<file path="src/rtl/eeprom_wbuf_pkg.sv">
package eeprom_wbuf_pkg;
  typedef enum logic {
    LD_IDLE   = 1'b0,
    LD_ACTIVE = 1'b1
  } load_phase_t;
endpackage

</file>
<file path="src/rtl/eeprom_wbuf_mem.sv">
module eeprom_wbuf_mem #(
  parameter int DEPTH  = 64,
  parameter int DATA_W = 8,
  parameter int AW     = 6
) (
  input  logic              clk,
  input  logic              we,
  input  logic [AW-1:0]     waddr,
  input  logic [DATA_W-1:0] wdata,
  input  logic [AW-1:0]     raddr,
  output logic [DATA_W-1:0] rdata
);
  logic [DATA_W-1:0] store_q [DEPTH];
  logic [DATA_W-1:0] rdata_q;

  // simple dual-port RAM, registered read
  always_ff @(posedge clk) begin
    if (we) store_q[waddr] <= wdata;
    rdata_q <= store_q[raddr];
  end

  assign rdata = rdata_q;
endmodule

</file>
<file path="src/rtl/eeprom_wbuf_ctrl.sv">
module eeprom_wbuf_ctrl
  import eeprom_wbuf_pkg::*;
#(
  parameter int ADDR_W     = 14,
  parameter int PAGE_BYTES = 64,
  parameter int COL_W      = 6,
  parameter int PAGE_W     = 8
) (
  input  logic                  clk,
  input  logic                  rst,
  input  logic                  cmd_start,
  input  logic [ADDR_W-1:0]     start_addr,
  input  logic                  byte_valid,
  input  logic                  cs_rise,
  input  logic                  cs_aligned,
  input  logic                  wen,
  input  logic                  page_prot,
  input  logic                  busy,
  output logic                  loading,
  output logic                  go,
  output logic                  buf_we,
  output logic [COL_W-1:0]      buf_waddr,
  output logic [PAGE_W-1:0]     page_q,
  output logic [PAGE_BYTES-1:0] mask_q
);
  load_phase_t      phase_q;
  logic [COL_W-1:0] col_q;
  logic             accept_cmd, take_byte, any_byte;

  assign accept_cmd = cmd_start && !busy;
  assign loading    = (phase_q == LD_ACTIVE);
  assign take_byte  = loading && byte_valid && !accept_cmd;
  assign any_byte   = (mask_q != '0) || take_byte;
  assign go         = loading && !accept_cmd && cs_rise && cs_aligned &&
                      wen && !page_prot && any_byte;
  assign buf_we     = take_byte;
  assign buf_waddr  = col_q;

  always_ff @(posedge clk) begin
    if (rst) begin
      phase_q <= LD_IDLE;
      page_q  <= '0;
      col_q   <= '0;
      mask_q  <= '0;
    end else if (accept_cmd) begin
      phase_q <= LD_ACTIVE;
      page_q  <= start_addr[ADDR_W-1:COL_W];
      col_q   <= start_addr[COL_W-1:0];
      mask_q  <= '0;
    end else if (loading) begin
      if (byte_valid) begin
        mask_q[col_q] <= 1'b1;
        col_q         <= col_q + 1'b1;   // wraps inside the page
      end
      if (cs_rise) phase_q <= LD_IDLE;
    end
  end

  assert_page_hold_R1: assert property (@(posedge clk) disable iff (rst)
    (loading && !cmd_start) |=> $stable(page_q));
endmodule

</file>
<file path="src/rtl/eeprom_wbuf_prog.sv">
module eeprom_wbuf_prog #(
  parameter int ADDR_W      = 14,
  parameter int PAGE_BYTES  = 64,
  parameter int COL_W       = 6,
  parameter int PAGE_W      = 8,
  parameter int WAIT_CYCLES = 250000
) (
  input  logic                  clk,
  input  logic                  rst,
  input  logic                  go,
  input  logic [PAGE_BYTES-1:0] mask,
  input  logic [PAGE_W-1:0]     page,
  output logic [COL_W-1:0]      rd_addr,
  output logic                  arr_we,
  output logic [ADDR_W-1:0]     arr_addr,
  output logic                  busy,
  output logic                  done
);
  localparam int CNT_W = $clog2(WAIT_CYCLES);
  localparam logic [CNT_W-1:0] CNT_LAST = CNT_W'(WAIT_CYCLES - 1);
  localparam logic [COL_W-1:0] COL_LAST = COL_W'(PAGE_BYTES - 1);

  logic [CNT_W-1:0] cnt_q;
  logic [COL_W-1:0] ptr_q;
  logic             scan_q;

  assign rd_addr = ptr_q;

  always_ff @(posedge clk) begin
    if (rst) begin
      busy     <= 1'b0;
      done     <= 1'b0;
      arr_we   <= 1'b0;
      arr_addr <= '0;
      cnt_q    <= '0;
      ptr_q    <= '0;
      scan_q   <= 1'b0;
    end else begin
      done   <= 1'b0;
      arr_we <= 1'b0;
      if (busy) begin
        cnt_q <= cnt_q + 1'b1;
        if (scan_q) begin
          arr_we   <= mask[ptr_q];
          arr_addr <= {page, ptr_q};
          ptr_q    <= ptr_q + 1'b1;
          if (ptr_q == COL_LAST) scan_q <= 1'b0;
        end
        if (cnt_q == CNT_LAST) begin
          busy <= 1'b0;
          done <= 1'b1;
        end
      end else if (go) begin
        busy   <= 1'b1;
        cnt_q  <= '0;
        ptr_q  <= '0;
        scan_q <= 1'b1;
      end
    end
  end

  assert_done_edge_R5: assert property (@(posedge clk) disable iff (rst)
    done |-> (!busy && $past(busy)));
  assert_done_single_R5: assert property (@(posedge clk) disable iff (rst)
    done |=> !done);
  assert_we_in_busy_R6: assert property (@(posedge clk) disable iff (rst)
    arr_we |-> busy);
endmodule

</file>
<file path="src/rtl/eeprom_page_wbuf.sv">
module eeprom_page_wbuf #(
  parameter int ADDR_W      = 14,
  parameter int DATA_W      = 8,
  parameter int PAGE_BYTES  = 64,
  parameter int WAIT_CYCLES = 250000
) (
  input  logic              clk,
  input  logic              rst,
  input  logic              cmd_start,
  input  logic [ADDR_W-1:0] start_addr,
  input  logic              byte_valid,
  input  logic [DATA_W-1:0] byte_data,
  input  logic              cs_rise,
  input  logic              cs_aligned,
  input  logic              wen,
  input  logic              page_prot,
  output logic              arr_we,
  output logic [ADDR_W-1:0] arr_addr,
  output logic [DATA_W-1:0] arr_wdata,
  output logic              busy,
  output logic              done
);
  localparam int COL_W  = $clog2(PAGE_BYTES);
  localparam int PAGE_W = ADDR_W - COL_W;

  logic                  loading, go, buf_we;
  logic [COL_W-1:0]      buf_waddr, rd_addr;
  logic [PAGE_W-1:0]     page_q;
  logic [PAGE_BYTES-1:0] mask_q;

  eeprom_wbuf_ctrl #(
    .ADDR_W(ADDR_W), .PAGE_BYTES(PAGE_BYTES), .COL_W(COL_W), .PAGE_W(PAGE_W)
  ) u_ctrl (
    .clk(clk), .rst(rst), .cmd_start(cmd_start), .start_addr(start_addr),
    .byte_valid(byte_valid), .cs_rise(cs_rise), .cs_aligned(cs_aligned),
    .wen(wen), .page_prot(page_prot), .busy(busy), .loading(loading),
    .go(go), .buf_we(buf_we), .buf_waddr(buf_waddr), .page_q(page_q),
    .mask_q(mask_q)
  );

  eeprom_wbuf_mem #(
    .DEPTH(PAGE_BYTES), .DATA_W(DATA_W), .AW(COL_W)
  ) u_mem (
    .clk(clk), .we(buf_we), .waddr(buf_waddr), .wdata(byte_data),
    .raddr(rd_addr), .rdata(arr_wdata)
  );

  eeprom_wbuf_prog #(
    .ADDR_W(ADDR_W), .PAGE_BYTES(PAGE_BYTES), .COL_W(COL_W), .PAGE_W(PAGE_W),
    .WAIT_CYCLES(WAIT_CYCLES)
  ) u_prog (
    .clk(clk), .rst(rst), .go(go), .mask(mask_q), .page(page_q),
    .rd_addr(rd_addr), .arr_we(arr_we), .arr_addr(arr_addr),
    .busy(busy), .done(done)
  );

  assert_commit_gate_R3: assert property (@(posedge clk) disable iff (rst)
    $rose(busy) |-> $past(cs_rise && cs_aligned));
  assert_commit_perm_R4: assert property (@(posedge clk) disable iff (rst)
    $rose(busy) |-> $past(wen && !page_prot));
  assert_no_load_busy_R7: assert property (@(posedge clk) disable iff (rst)
    busy |-> !loading);
  assert_write_loaded_R6: assert property (@(posedge clk) disable iff (rst)
    arr_we |-> mask_q[arr_addr[COL_W-1:0]]);
endmodule

</file>
<file path="config.mk">
export PLATFORM = sky130hd
export DESIGN_NAME = eeprom_page_wbuf
export DESIGN_NICKNAME = d
export VERILOG_FILES = /design/src/rtl/eeprom_wbuf_pkg.sv /design/src/rtl/eeprom_wbuf_mem.sv /design/src/rtl/eeprom_wbuf_ctrl.sv /design/src/rtl/eeprom_wbuf_prog.sv /design/src/rtl/eeprom_page_wbuf.sv
export SDC_FILE = /design/constraint.sdc
export NUM_CORES = 1
export LEC_CHECK = 0
export ABC_AREA = 1
export CORE_ASPECT_RATIO = 1.5
export CORE_MARGIN = 2
export CORE_UTILIZATION = 40
export DETAILED_ROUTE_END_ITERATION = 16
export SLEW_MARGIN = 30
export SYNTH_ARGS = -nofsm -noshare
export SYNTH_HDL_FRONTEND = slang
export SYNTH_SLANG_ARGS = --single-unit
</file>
<file path="constraint.sdc">
create_clock -name clk -period 1.9 [get_ports clk]
set_input_delay 0.38 -clock clk [delete_from_list [all_inputs] [get_ports clk]]
set_output_delay 0.38 -clock clk [all_outputs]
set_load 0.01 [all_outputs]
</file>
==> results.sh <==
export IMPL_outcome="complete, but fails checks"
export IMPL_failed_checks="negative setup slack"
export IMPL_dieWidth_um=214
export IMPL_wl_met1_um=30100
export IMPL_finalSetupViolations=10
export IMPL_nNetsFinal=2742
export IMPL_synth_nets=2510
export IMPL_synth_top_cell_area_share_pct=58.3
export IMPL_cp_required_ns=2.39
export IMPL_antenna_left=0
export IMPL_dpl_hpwl_um=51700
export IMPL_clk_path_buf_depth=3
export IMPL_rr_startpoint="u_prog.rd_addr[0]"
export IMPL_worstMarginPinSlew_ns=0.569
export IMPL_wl_met3_um=4850
export IMPL_min_path_type="primary input to flop"
export IMPL_grt_pass1_vias=19700
export IMPL_grt_pass1_wl_um=119000
export IMPL_dr_max_layer_used="met4"
export IMPL_timing_rr_end="u_mem.rdata[4]"
export IMPL_avgSynthCellArea_um2=10.6
export IMPL_h_tree_depth=2
export IMPL_total_power_mw=28.0
export IMPL_root_buffer="clkbuf_16"
export IMPL_diodes=0
export IMPL_core_area_um2=65500
export IMPL_max_slew_margin_pct=62.0
export IMPL_routedWlPerCell_um=22.3
export IMPL_portBuffers=54
export IMPL_endpoint_kind="flop"
export IMPL_routabilityCongestion=0.912
export IMPL_critPathMaxFanout=21
export IMPL_crit_path_start_kind="flop"
export IMPL_viasPerCell=5.45
export IMPL_synth_distinct_cells=39
export IMPL_peakVddDrop_v=0.000848
export IMPL_fp_dieArea_um2=68000
export IMPL_netlist_area_um2=26400
export IMPL_die_h_um=318
export IMPL_clkSlewWorstSetupHoldPaths_ns=0.07
export IMPL_hold_buffers=0
export IMPL_powerDensity_nw_per_um2=868
export IMPL_max_freq_mhz=503
export IMPL_clkLatencyLatePin_ns=0.65
export IMPL_grt_usage_pct=23.5
export IMPL_yosysWarnings=0
export IMPL_finalWorstPathRequiredPeriod_ns=1.99
export IMPL_grt_overflow_total=0
export IMPL_finalMaxSlewViolations=0
export IMPL_wirelength_um=81000
export IMPL_drtIter0Drc=1956
export IMPL_r2r_cells=11
export IMPL_fin_area_um2=32300
export IMPL_syn2layout_area_growth_pct=22.4
export IMPL_vias=19800
export IMPL_grt_antenna_before_repair=0
export IMPL_firstDrtPassIters=5
export IMPL_drive_above_1_share_pct=17.2
export IMPL_critPathArrivalTime_ns=2.48
export IMPL_crit_type="flop to flop"
export IMPL_skew_ns=0.0369
export IMPL_std_cell_rows=115
export IMPL_met2_length_um=41400
export IMPL_max_cap_violations=0
export IMPL_leakage_nw=11.6
export IMPL_ios=55
export IMPL_cts_buffers=57
export IMPL_synth_area_leader_cell="edfxtp_1"
export IMPL_yosysSeqAreaShare_pct=68.1
export IMPL_dpl_cell_area_um2=29500
export IMPL_rsz0062_at_grt="true"
export IMPL_place_ws_ns=-0.396
export IMPL_most_common_layout_cells="edfxtp_1 (512), nand2_1 (399), nor2_1 (351)"
export IMPL_endpoint="u_mem.rdata[4]"
export IMPL_synth_area_leaders="edfxtp_1 (58%), dfxtp_1 (9.8%), nand2_1 (6.0%), nor2_1 (5.1%), o21ai_0 (4.3%)"
export IMPL_initial_core_util_pct=40.3
export IMPL_cp_startpoint="u_prog.rd_addr[0]"
export IMPL_min_period_over_period_pct=105
export IMPL_cts_tree="built"
export IMPL_layout_commonest_cell="edfxtp_1"
export IMPL_clock_sinks=641
export IMPL_reg2reg_slack_ns=-0.09
export IMPL_synth_seq_cells=641
export IMPL_syn_inst=2477
export IMPL_hold_viol=0
export IMPL_grt_max_degree=77
export IMPL_setup_ws_ns=-0.0878
export IMPL_drc_errors=0
final cells by class:
class	count	area [um^2]
Sequential cell	641	18000
Clock buffer	70	1540
Fill cell	5814	33200
Tap cell	877	1100
Inverter	132	513
Clock inverter	35	403
Multi-Input combinational cell	1549	7390
Timing Repair Buffer	328	3380
how the worst min path moves through the flow:
stage	from	end	slack, ns	cells after the start
2_1_floorplan	u_prog.cnt_q[11]	u_prog.cnt_q[11]	0.43	2
3_3_place_gp	u_prog.cnt_q[11]	u_prog.cnt_q[11]	0.45	2
3_5_place_dp	u_ctrl.mask_q[28]	u_ctrl.mask_q[28]	0.46	2
4_1_cts	byte_data[3]	u_mem.store_q[59][3]	0.15	1
5_1_grt	byte_data[0]	u_mem.store_q[59][0]	0.16	1
6_report	byte_data[0]	u_mem.store_q[59][0]	0.17	1
metal layers:
| metal | vias up | GRT usage (%) |
|---|---|---|
| met2 | 836 | 41.5 |
| li1 | 9115 | - |
| met3 | 214 | 3.34 |
| met4 | 0 | 12.5 |
| met1 | 9638 | 27.4 |
| met5 | - | 0 |
stage by stage:
stage / hold slack, ns / setup TNS [ns] / util [%] / std cells
final: 0.170 / -0.474 / 49.3 / 3632
after global routing: 0.161 / -1.40 / 49.3 / 3632
after CTS: 0.151 / -0.0999 / 48.9 / 3619
after detailed placement: 0.462 / -161.08 / 45.1 / 3502
after global placement: 0.447 / -162.73 / 45.1 / 3502
after floorplan: 0.434 / -30.07 / - / 2477
logic make-up after synthesis:
group / count (synthesis) / synth area share [%]
buf+inv: 287 / 5.19
fa+ha+maj: 3 / 0.142
simple gates: 995 / 15.5
xor+xnor: 5 / 0.166
compound gates: 546 / 10.9
flops: 641 / 68.1
report_power, final:
part / total (mW) / switching, mW / internal [mW]
Combinational: 0.785 / 0.549 / 0.236
Sequential: 15.2 / 0.0164 / 15.1
Clock: 12.1 / 5.24 / 6.85
Total: 28.0 / 5.80 / 22.2
cells in the mapped netlist, drive strengths merged:
library cell,instances
o211ai,3
inv,130
buf,86
nand2,425
xor2,3
nor4,10
nor2,360
nor3,18
o22ai,97
a21o,1
edfxtp,512
xnor2,2
dfxtp,129
nand4,14
clkbuf,69
a31o,1
a31oi,3
o31ai,1
nand3,168
o2111ai,1
ha,3
o21ai,288
clkinv,2
a21oi,151
registers in the layout, indices dropped and copies added, names as in the netlist:
signal	count
u_prog.busy	1
u_prog.cnt_q	18
u_mem.store_q	512
u_ctrl.page_q	8
u_prog.scan_q	1
u_ctrl.mask_q	64
u_prog.arr_addr	14
u_prog.rd_addr	6
u_mem.rdata	8
u_prog.done	1
u_ctrl.buf_waddr	6
u_ctrl.loading	1
u_prog.arr_we	1
worst max-delay path, cell delays in order (launching register included):
cell,delay (ns)
dfxtp_4,0.52
inv_8,0.13
buf_16,0.18
buf_12,0.15
o21ai_1,0.13
o22ai_1,0.09
nand2_1,0.07
nand2_1,0.11
nand2_1,0.10
nand3_2,0.15
nand3_1,0.12
nand2_1,0.09
what timing repair did:
item / in CTS / in global routing
gates resized for setup: 111 / 40
gates cloned: 8 / 2
pin swaps: 18 / 11
endpoints found under the setup margin: 34 / 223
setup buffers: 5 / 11
No activity file was read; power rests on OpenSTA's default activity.
